### src/rtl/opstate_pkg.sv
package opstate_pkg;
   typedef enum logic [2:0] {
      OS_RESET = 3'd0,
      OS_INIT  = 3'd1,
      OS_RUN   = 3'd2,
      OS_SLEEP = 3'd3,
      OS_STBY  = 3'd4
   } opstate_e;
endpackage

### src/rtl/wake_stage.sv
module wake_stage #(
   parameter int WAKE_REG = 1
) (
   input  logic clk,
   input  logic ext_reset_n,
   input  logic wake_irq,
   output logic wake_ev
);
   if (WAKE_REG != 0 && WAKE_REG != 1) begin : g_bad_wake
      $error("WAKE_REG must be 0 or 1");
   end

   if (WAKE_REG == 1) begin : g_reg
      logic wq;
      always_ff @(posedge clk) begin
         if (!ext_reset_n) wq <= 1'b0;
         else              wq <= wake_irq;
      end
      assign wake_ev = wq;
   end else begin : g_direct
      assign wake_ev = wake_irq;
   end
endmodule

### src/rtl/mode_fsm.sv
module mode_fsm
   import opstate_pkg::*;
#(
   parameter int STBY_EN = 1
) (
   input  logic     clk,
   input  logic     ext_reset_n,
   input  logic     sleep_pulse,
   input  logic     standby_sel,
   input  logic     wake_ev,
   input  logic     exc_ack,
   output opstate_e st
);
   if (STBY_EN != 0 && STBY_EN != 1) begin : g_bad_stby
      $error("STBY_EN must be 0 or 1");
   end

   logic go_stby;
   if (STBY_EN == 1) begin : g_stby
      assign go_stby = standby_sel;
   end else begin : g_nostby
      assign go_stby = 1'b0;
   end

   opstate_e st_nx;
   always_comb begin
      st_nx = st;
      unique case (st)
         OS_RESET: st_nx = OS_INIT;
         OS_INIT:  if (exc_ack) st_nx = OS_RUN;
         OS_RUN:   if (sleep_pulse) st_nx = go_stby ? OS_STBY : OS_SLEEP;
         OS_SLEEP: if (wake_ev) st_nx = OS_RUN;
         OS_STBY:  st_nx = OS_STBY;
         default:  st_nx = OS_RESET;
      endcase
   end

   always_ff @(posedge clk) begin
      if (!ext_reset_n) st <= OS_RESET;
      else              st <= st_nx;
   end

   AST_STBY_STICKY: assert property (@(posedge clk) disable iff (!ext_reset_n)
      (st == OS_STBY) |=> (st == OS_STBY));
   AST_WAKE_RUN: assert property (@(posedge clk) disable iff (!ext_reset_n)
      (st == OS_SLEEP && wake_ev) |=> (st == OS_RUN));
   AST_SLEEP_ONLY_RUN: assert property (@(posedge clk) disable iff (!ext_reset_n)
      (st == OS_INIT && !exc_ack) |=> (st == OS_INIT));
endmodule

### src/rtl/rst_capture.sv
module rst_capture #(
   parameter int RET_DOMAINS = 4
) (
   input  logic                   clk,
   input  logic                   ext_reset_n,
   input  logic                   nmi_lvl,
   input  logic                   in_rst_st,
   output logic                   por_q,
   output logic                   core_q,
   output logic [RET_DOMAINS-1:0] ret_q
);
   if (RET_DOMAINS < 1 || RET_DOMAINS > 16) begin : g_bad_ret
      $error("RET_DOMAINS must be 1..16");
   end

   always_ff @(posedge clk) begin
      if (!ext_reset_n) por_q <= nmi_lvl;
   end

   always_ff @(posedge clk) begin
      if (!ext_reset_n) begin
         core_q <= 1'b0;
         ret_q  <= '0;
      end else begin
         core_q <= in_rst_st;
         ret_q  <= {RET_DOMAINS{in_rst_st & por_q}};
      end
   end

   AST_POR_HELD: assert property (@(posedge clk) disable iff (!ext_reset_n)
      1'b1 |=> $stable(por_q));
   AST_CORE_ONE_CYCLE: assert property (@(posedge clk) disable iff (!ext_reset_n)
      core_q |=> !core_q);
endmodule

### src/rtl/opstate_ctrl.sv
module opstate_ctrl
   import opstate_pkg::*;
#(
   parameter int RET_DOMAINS = 4,
   parameter int WAKE_REG    = 1,
   parameter int STBY_EN     = 1
) (
   input  logic                   clk,
   input  logic                   ext_reset_n,
   input  logic                   nmi_lvl,
   input  logic                   sleep_pulse,
   input  logic                   standby_sel,
   input  logic                   wake_irq,
   input  logic                   exc_ack,
   output logic                   cpu_halt,
   output logic                   cpu_clk_en,
   output logic                   per_clk_en,
   output logic                   exc_req,
   output logic                   core_rst,
   output logic [RET_DOMAINS-1:0] ret_rst,
   output logic                   rst_por
);
   opstate_e st;
   logic     wake_ev;

   wake_stage #(.WAKE_REG(WAKE_REG)) u_wake (
      .clk(clk), .ext_reset_n(ext_reset_n), .wake_irq(wake_irq), .wake_ev(wake_ev)
   );

   mode_fsm #(.STBY_EN(STBY_EN)) u_fsm (
      .clk(clk), .ext_reset_n(ext_reset_n), .sleep_pulse(sleep_pulse),
      .standby_sel(standby_sel), .wake_ev(wake_ev), .exc_ack(exc_ack), .st(st)
   );

   rst_capture #(.RET_DOMAINS(RET_DOMAINS)) u_cap (
      .clk(clk), .ext_reset_n(ext_reset_n), .nmi_lvl(nmi_lvl),
      .in_rst_st(st == OS_RESET), .por_q(rst_por), .core_q(core_rst), .ret_q(ret_rst)
   );

   always_comb begin
      cpu_halt   = (st != OS_RUN);
      cpu_clk_en = !(st == OS_SLEEP || st == OS_STBY);
      per_clk_en = (st != OS_STBY);
      exc_req    = (st == OS_INIT);
   end

   AST_RET_ONLY_POR: assert property (@(posedge clk) disable iff (!ext_reset_n)
      (|ret_rst) |-> (rst_por && core_rst));
   AST_STROBE_WITH_REQ: assert property (@(posedge clk) disable iff (!ext_reset_n)
      core_rst |-> (exc_req && cpu_halt));
   AST_HALT_UNTIL_ACK: assert property (@(posedge clk) disable iff (!ext_reset_n)
      (exc_req && !exc_ack) |=> (exc_req && cpu_halt));
   AST_STBY_CLOCKS: assert property (@(posedge clk) disable iff (!ext_reset_n)
      !per_clk_en |-> (!cpu_clk_en && cpu_halt));
endmodule

### config.mk
export PLATFORM = sky130hd
export DESIGN_NAME = opstate_ctrl
export DESIGN_NICKNAME = d
export VERILOG_FILES = /design/src/rtl/opstate_pkg.sv /design/src/rtl/wake_stage.sv /design/src/rtl/mode_fsm.sv /design/src/rtl/rst_capture.sv /design/src/rtl/opstate_ctrl.sv
export SDC_FILE = /design/constraint.sdc
export NUM_CORES = 1
export LEC_CHECK = 0
export BUFFER_PORTS_ARGS = -buffer_cell sky130_fd_sc_hd__buf_2
export CORE_AREA = 2 2 39 41
export CTS_BUF_LIST = sky130_fd_sc_hd__clkbuf_4 sky130_fd_sc_hd__clkbuf_8
export CTS_CLUSTER_DIAMETER = 120
export DETAILED_ROUTE_END_ITERATION = 10
export DIE_AREA = 0 0 41 43
export PLACE_DENSITY = 0.5
export SETUP_SLACK_MARGIN = 0.02
export SLEW_MARGIN = 10
export SYNTH_ARGS = -nofsm -noshare
export SYNTH_HDL_FRONTEND = slang
export SYNTH_SLANG_ARGS = --single-unit
### constraint.sdc
create_clock -name clk -period 1.2 [get_ports clk]
set_clock_uncertainty 0.05 [all_clocks]
set_input_delay 0.06 -clock clk [delete_from_list [all_inputs] [get_ports clk]]
set_output_delay 0.06 -clock clk [all_outputs]
set_load 0.1 [all_outputs]
-- Word-level counts from Yosys, hierarchy flattened
Cells that the tools add are included.
- register bits after elaboration: 7
- bits of input ports: 7
- output and inout port bits: 10
- logic and storage cells: 24
- eq/ne operators: 9
- multiplexer cells: 5
- bitwise gates (word level): 1
- reduce and logical (&&, ||, !) cells: 4
- operators with widths (kind ; count):
    case mux 3 bit (5 select lines) ; 1
    two-way mux 3 bit ; 4
    == test 3 x 2 -> 1 bit, second input constant ; 2
    inequality test 2 bit, second input constant ; 2
    == test 3 x 1 -> 1 bit, second input constant ; 1
    == test 3 bit, second input constant ; 1
    zero test 3 bit ; 1
    inequality test 3 x 2 -> 1 bit, second input constant ; 1
    inequality test 3 bit, second input constant ; 1
    AND reduction 3 bit ; 1
    inequality test 2 x 1 -> 1 bit, second input constant ; 1
    AND 1 bit ; 1
    zero test 1 bit ; 1
    logical OR 1 bit ; 1

-- Longest topological paths before layout
- depth in word-level cells: 3
- depth in mapped cells: 3

-- By module
A second synthesis with hierarchy kept.
- cell total of the unflattened synthesis: 36
- area, all modules: 327.8 um^2
- modules (own cells, without submodules) (module ; instances ; cells each ; area an instance (um^2)):
    mode_fsm ; 1 ; 18 ; 146.4
    rst_capture ; 1 ; 9 ; 110.1
    opstate_ctrl ; 1 ; 7 ; 45.0
    wake_stage ; 1 ; 2 ; 26.3

-- Worst setup path after synthesis
Ideal clock, no wire load.
- path kind: reg2out
- start point: reg u_fsm.st[0]
- end point: out exc_req
- arrival: 2.693 ns
- setup slack: -1.603 ns
- cell stages (with the launch flop): 3
- path buffers: 1
- cells stage by stage: dfxtp_1 buf_2 nor3b_1
- cells in the longest elaborated chain, start to end: 1
- RTL lines (element ; line ; source):
    start, declared ; mode_fsm.sv:12 ; output opstate_e st
    start signal, assigned ; mode_fsm.sv:40 ; else st <= st_nx;
    == test 3 x 1 -> 1 bit ; opstate_ctrl.sv:44 ; exc_req = (st == OS_INIT);
    end, declared ; opstate_ctrl.sv:18 ; output logic exc_req,
No other way between the ends.

-- Final worst setup path
- start point: reg u_fsm.st[2]
- end point: out cpu_clk_en
- cells in the longest elaborated chain, start to end: 3
- elaborated cells on any way between the ends: 4
- those cells by class: 2 x eq/ne; 2 x reduce/logical
- RTL lines (element ; line ; source):
    == test 3 x 2 -> 1 bit or == test 3 bit (tied branches) ; opstate_ctrl.sv:42 ; cpu_clk_en = !(st == OS_SLEEP || st == OS_STBY);
    logical OR 1 bit (*) ; opstate_ctrl.sv:42 ;
    zero test 1 bit (*) ; opstate_ctrl.sv:42 ;
    end, declared ; opstate_ctrl.sv:16 ; output logic cpu_clk_en,
Every way passes the cells marked *; elsewhere a longest branch is shown, timed or not.

==> results.cfg <==
[timing]
post-route-min-period_ns = 1.363
final-setup-viol-count = 5
timing_max_transition_violations_final = 0
unrepaired_setup_endpoints_after_global_routing = yes
period_share = 1.136
fmax_mhz = 733.4
timing.final.ws_setup_ns = -0.1635
hold_violations = 0
max_slew.worst_pin.slew_ns = 0.4846
fin_worst_hold_slack_ns = 0.01859
slew_headroom = 0.6792

[detailed_routing]
vias = 333
detail_route.wl_per_cell_um = 10.58
first_iter_violations = 9
route.detailed.drc = 0
wirelength_um = 804
via_per_inst = 4.382
antenna_violating_nets_post_route = 0
detail_route.first_pass.iterations = 4

[critical_path]
timing.rr.start = u_fsm.st[1]
data_arrival_critical_path_ns = 1.25
worst-r2r-setup-slack_ns = -0.04
worstSetupEndpointType = output port
startpoint_type = flop
crit_fanout = 3
worst_r2r_path_depth = 4
path_class = flop to output port
crit_required_ns = 1.09
crit_path_cell_trace = buf_6 > and3b_2 > a21oi_4 > buf_12
critical-path-max-stage-delay_ns = 0.36
cpMaxStageDelayCell = sky130_fd_sc_hd__dfxtp_2
setup.worst_path.start = u_fsm.st[2]

[global_routing]
pin_count_of_the_biggest_net_entering_global_routing = 9
globalRoute.totalOverflow = 0
grt_first_pass_wirelength_um = 1214
antenna_found_initial = 0
grt_pass1_vias = 298
global_route.usage.total = 0.1090

[cts]
root_buffer = sky130_fd_sc_hd__clkbuf_4
cts_tree = built
clk-insertion-delay-late_ns = 0.26
tritoncts_num_sinks = 7
numCtsBuffers = 3
buffer_levels_on_the_longest_clock_path = 2
clk_pin_slew_worst_paths_ns = 0.06
cts_htree_levels = 1

[logic_synthesis]
ys_types = 24
synthFlopType = sky130_fd_sc_hd__dfxtp_1
post_synth_inst_count = 33
seq_area_frac_synth = 0.4225
yosysTopAreaCell = sky130_fd_sc_hd__dfxtp_1
synthesis.area_per_instance_um2 = 10.77
ys_warn_count = 0
synth-async-reset-ratio = 0
synth_edf_count = 1
yosysTopAreaCellShare = 0.3380
yosys-top-cells-area = sky130_fd_sc_hd__dfxtp_1 34%, sky130_fd_sc_hd__edfxtp_1 8.5%, sky130_fd_sc_hd__buf_4 6.3%, sky130_fd_sc_hd__a221oi_2 4.2%, sky130_fd_sc_hd__mux2_4 4.2%
syn-num-nets = 40
yosys_register_bits = 7
synth.cell_area_um2 = 355.3

[placement]
dpl-instance-area_um2 = 533.0
number_of_input_and_output_port_buffers_inserted = 16
routabilityCongestion = 0.7106
dp_hpwl_um = 539
pre_cts_slack_ns = 0.02563

[power_and_ir_drop]
max-vdd-ir-drop_uv = 786.3
p_leak_uw = 0.0003053
powerDensity_nw_per_um2 = 1311

[worst_hold_path]
worst_min_delay_path_category = input pin to flop
holdPathStages = 2
timing.hold.worst.start = ext_reset_n

[floorplan]
design.portCount = 17
dieWidth_um = 41
die_h_um = 43
initial_cell_density_of_the_core = 0.2568
core_area_um2 = 1384
die_area_um2 = 1763
row_count = 14

[final_layout]
postLayoutCoreUtil = 0.4882
antennaDiodeCount = 0
flow.area_growth_from_synthesis_pct = 90.14
drive_above_1_share = 0.7667
final.fill_count = 128
highest_count_cells_in_the_layout_ignoring_fill_and_taps = 12 x sky130_fd_sc_hd__buf_2, 5 x sky130_fd_sc_hd__buf_12, 5 x sky130_fd_sc_hd__buf_4
mostFrequentLayoutCell = sky130_fd_sc_hd__buf_2
design_area_um2 = 675.6
fin_nets = 68

[run_status]
failed_checks = negative setup slack
run_status = finished with violations

[job]
maxCapViolCount = 0
-- synth_stat cells, drive strengths merged, types with 2 or more instances --
cell	instances
dfxtp	6
buf	5
nand2b	3
a21oi	2
-- logic make-up (layout without fill, tap and decap cells) --
group | count (synthesis) | in the layout | share of synthesized area
mux | 1 | 1 | 0.04224
compound gates | 6 | 6 | 0.1479
simple gates | 13 | 13 | 0.2676
flops | 7 | 7 | 0.4226
buf+inv | 6 | 33 | 0.1197
-- state kept, by name (all words and copies together), names as in the netlist --
register / count
u_cap.core_q: 1
u_cap.por_q: 1
u_cap.ret_q: 1
u_fsm.st: 3
u_wake.wake_ev: 1
-- routing by layer --
layer | routed length, um | share of wire | global-route usage
met1 | 337 | 0.42 | 0.1340
met2 | 384 | 0.48 | 0.1344
met3 | 66 | 0.082 | 0.07853
met4 | 16 | 0.020 | 0.06000
met5 | 0 | 0 | 0
-- cell type report --
type,instances,area [um2],area share
sequential,7,155.1,0.2296
clock buffer,3,22.52,0.03333
tap,16,20.02,0.02963
multi-input combinational,20,202.7,0.3000
clock inverter,1,5.005,0.007407
inverter,1,3.754,0.005556
timing repair buffer,28,266.5,0.3944
-- power breakdown --
| group | switching, uW | leakage, uW | internal (uW) |
|---|---|---|---|
| sequential | 10.1 | 0.0000608 | 258 |
| clock | 95.7 | 0.0000177 | 122 |
| combinational | 259 | 0.000227 | 140 |
| total | 365 | 0.000305 | 521 |
-- stage by stage --
stage / setup TNS [ns] / power (uW) / instances
2_1_floorplan: -0.5170 / 546.0 / 33
3_3_place_gp: 0 / 615.3 / 64
3_5_place_dp: 0 / 615.3 / 64
4_1_cts: -0.5410 / 868.0 / 74
5_1_grt: -0.6286 / 926.7 / 76
6_report: -0.4020 / 885.5 / 76
-- timing repair --
action                                  CTS  global route
endpoints found under the setup margin    4             7
hold buffers                              2             0
pin swaps                                 1             2
endpoints found under the hold margin     2             0
gates resized for setup                   8             6
cloned                                    0             0
buffers inserted                          4             2
-- path summary, 6_finish.rpt --
path                    end
max              cpu_clk_en
min          u_wake.wake_ev
min reg2reg     u_fsm.st[0]
max reg2reg     u_fsm.st[0]
-- worst max-delay path: cells and delay by family (launching register included) --
family	cells	cell delay, ns
compound gates	1	0.13
simple gates	1	0.21
buf+inv	2	0.29
flops	1	0.36
Note: power is estimated with default switching activity, not from simulation.
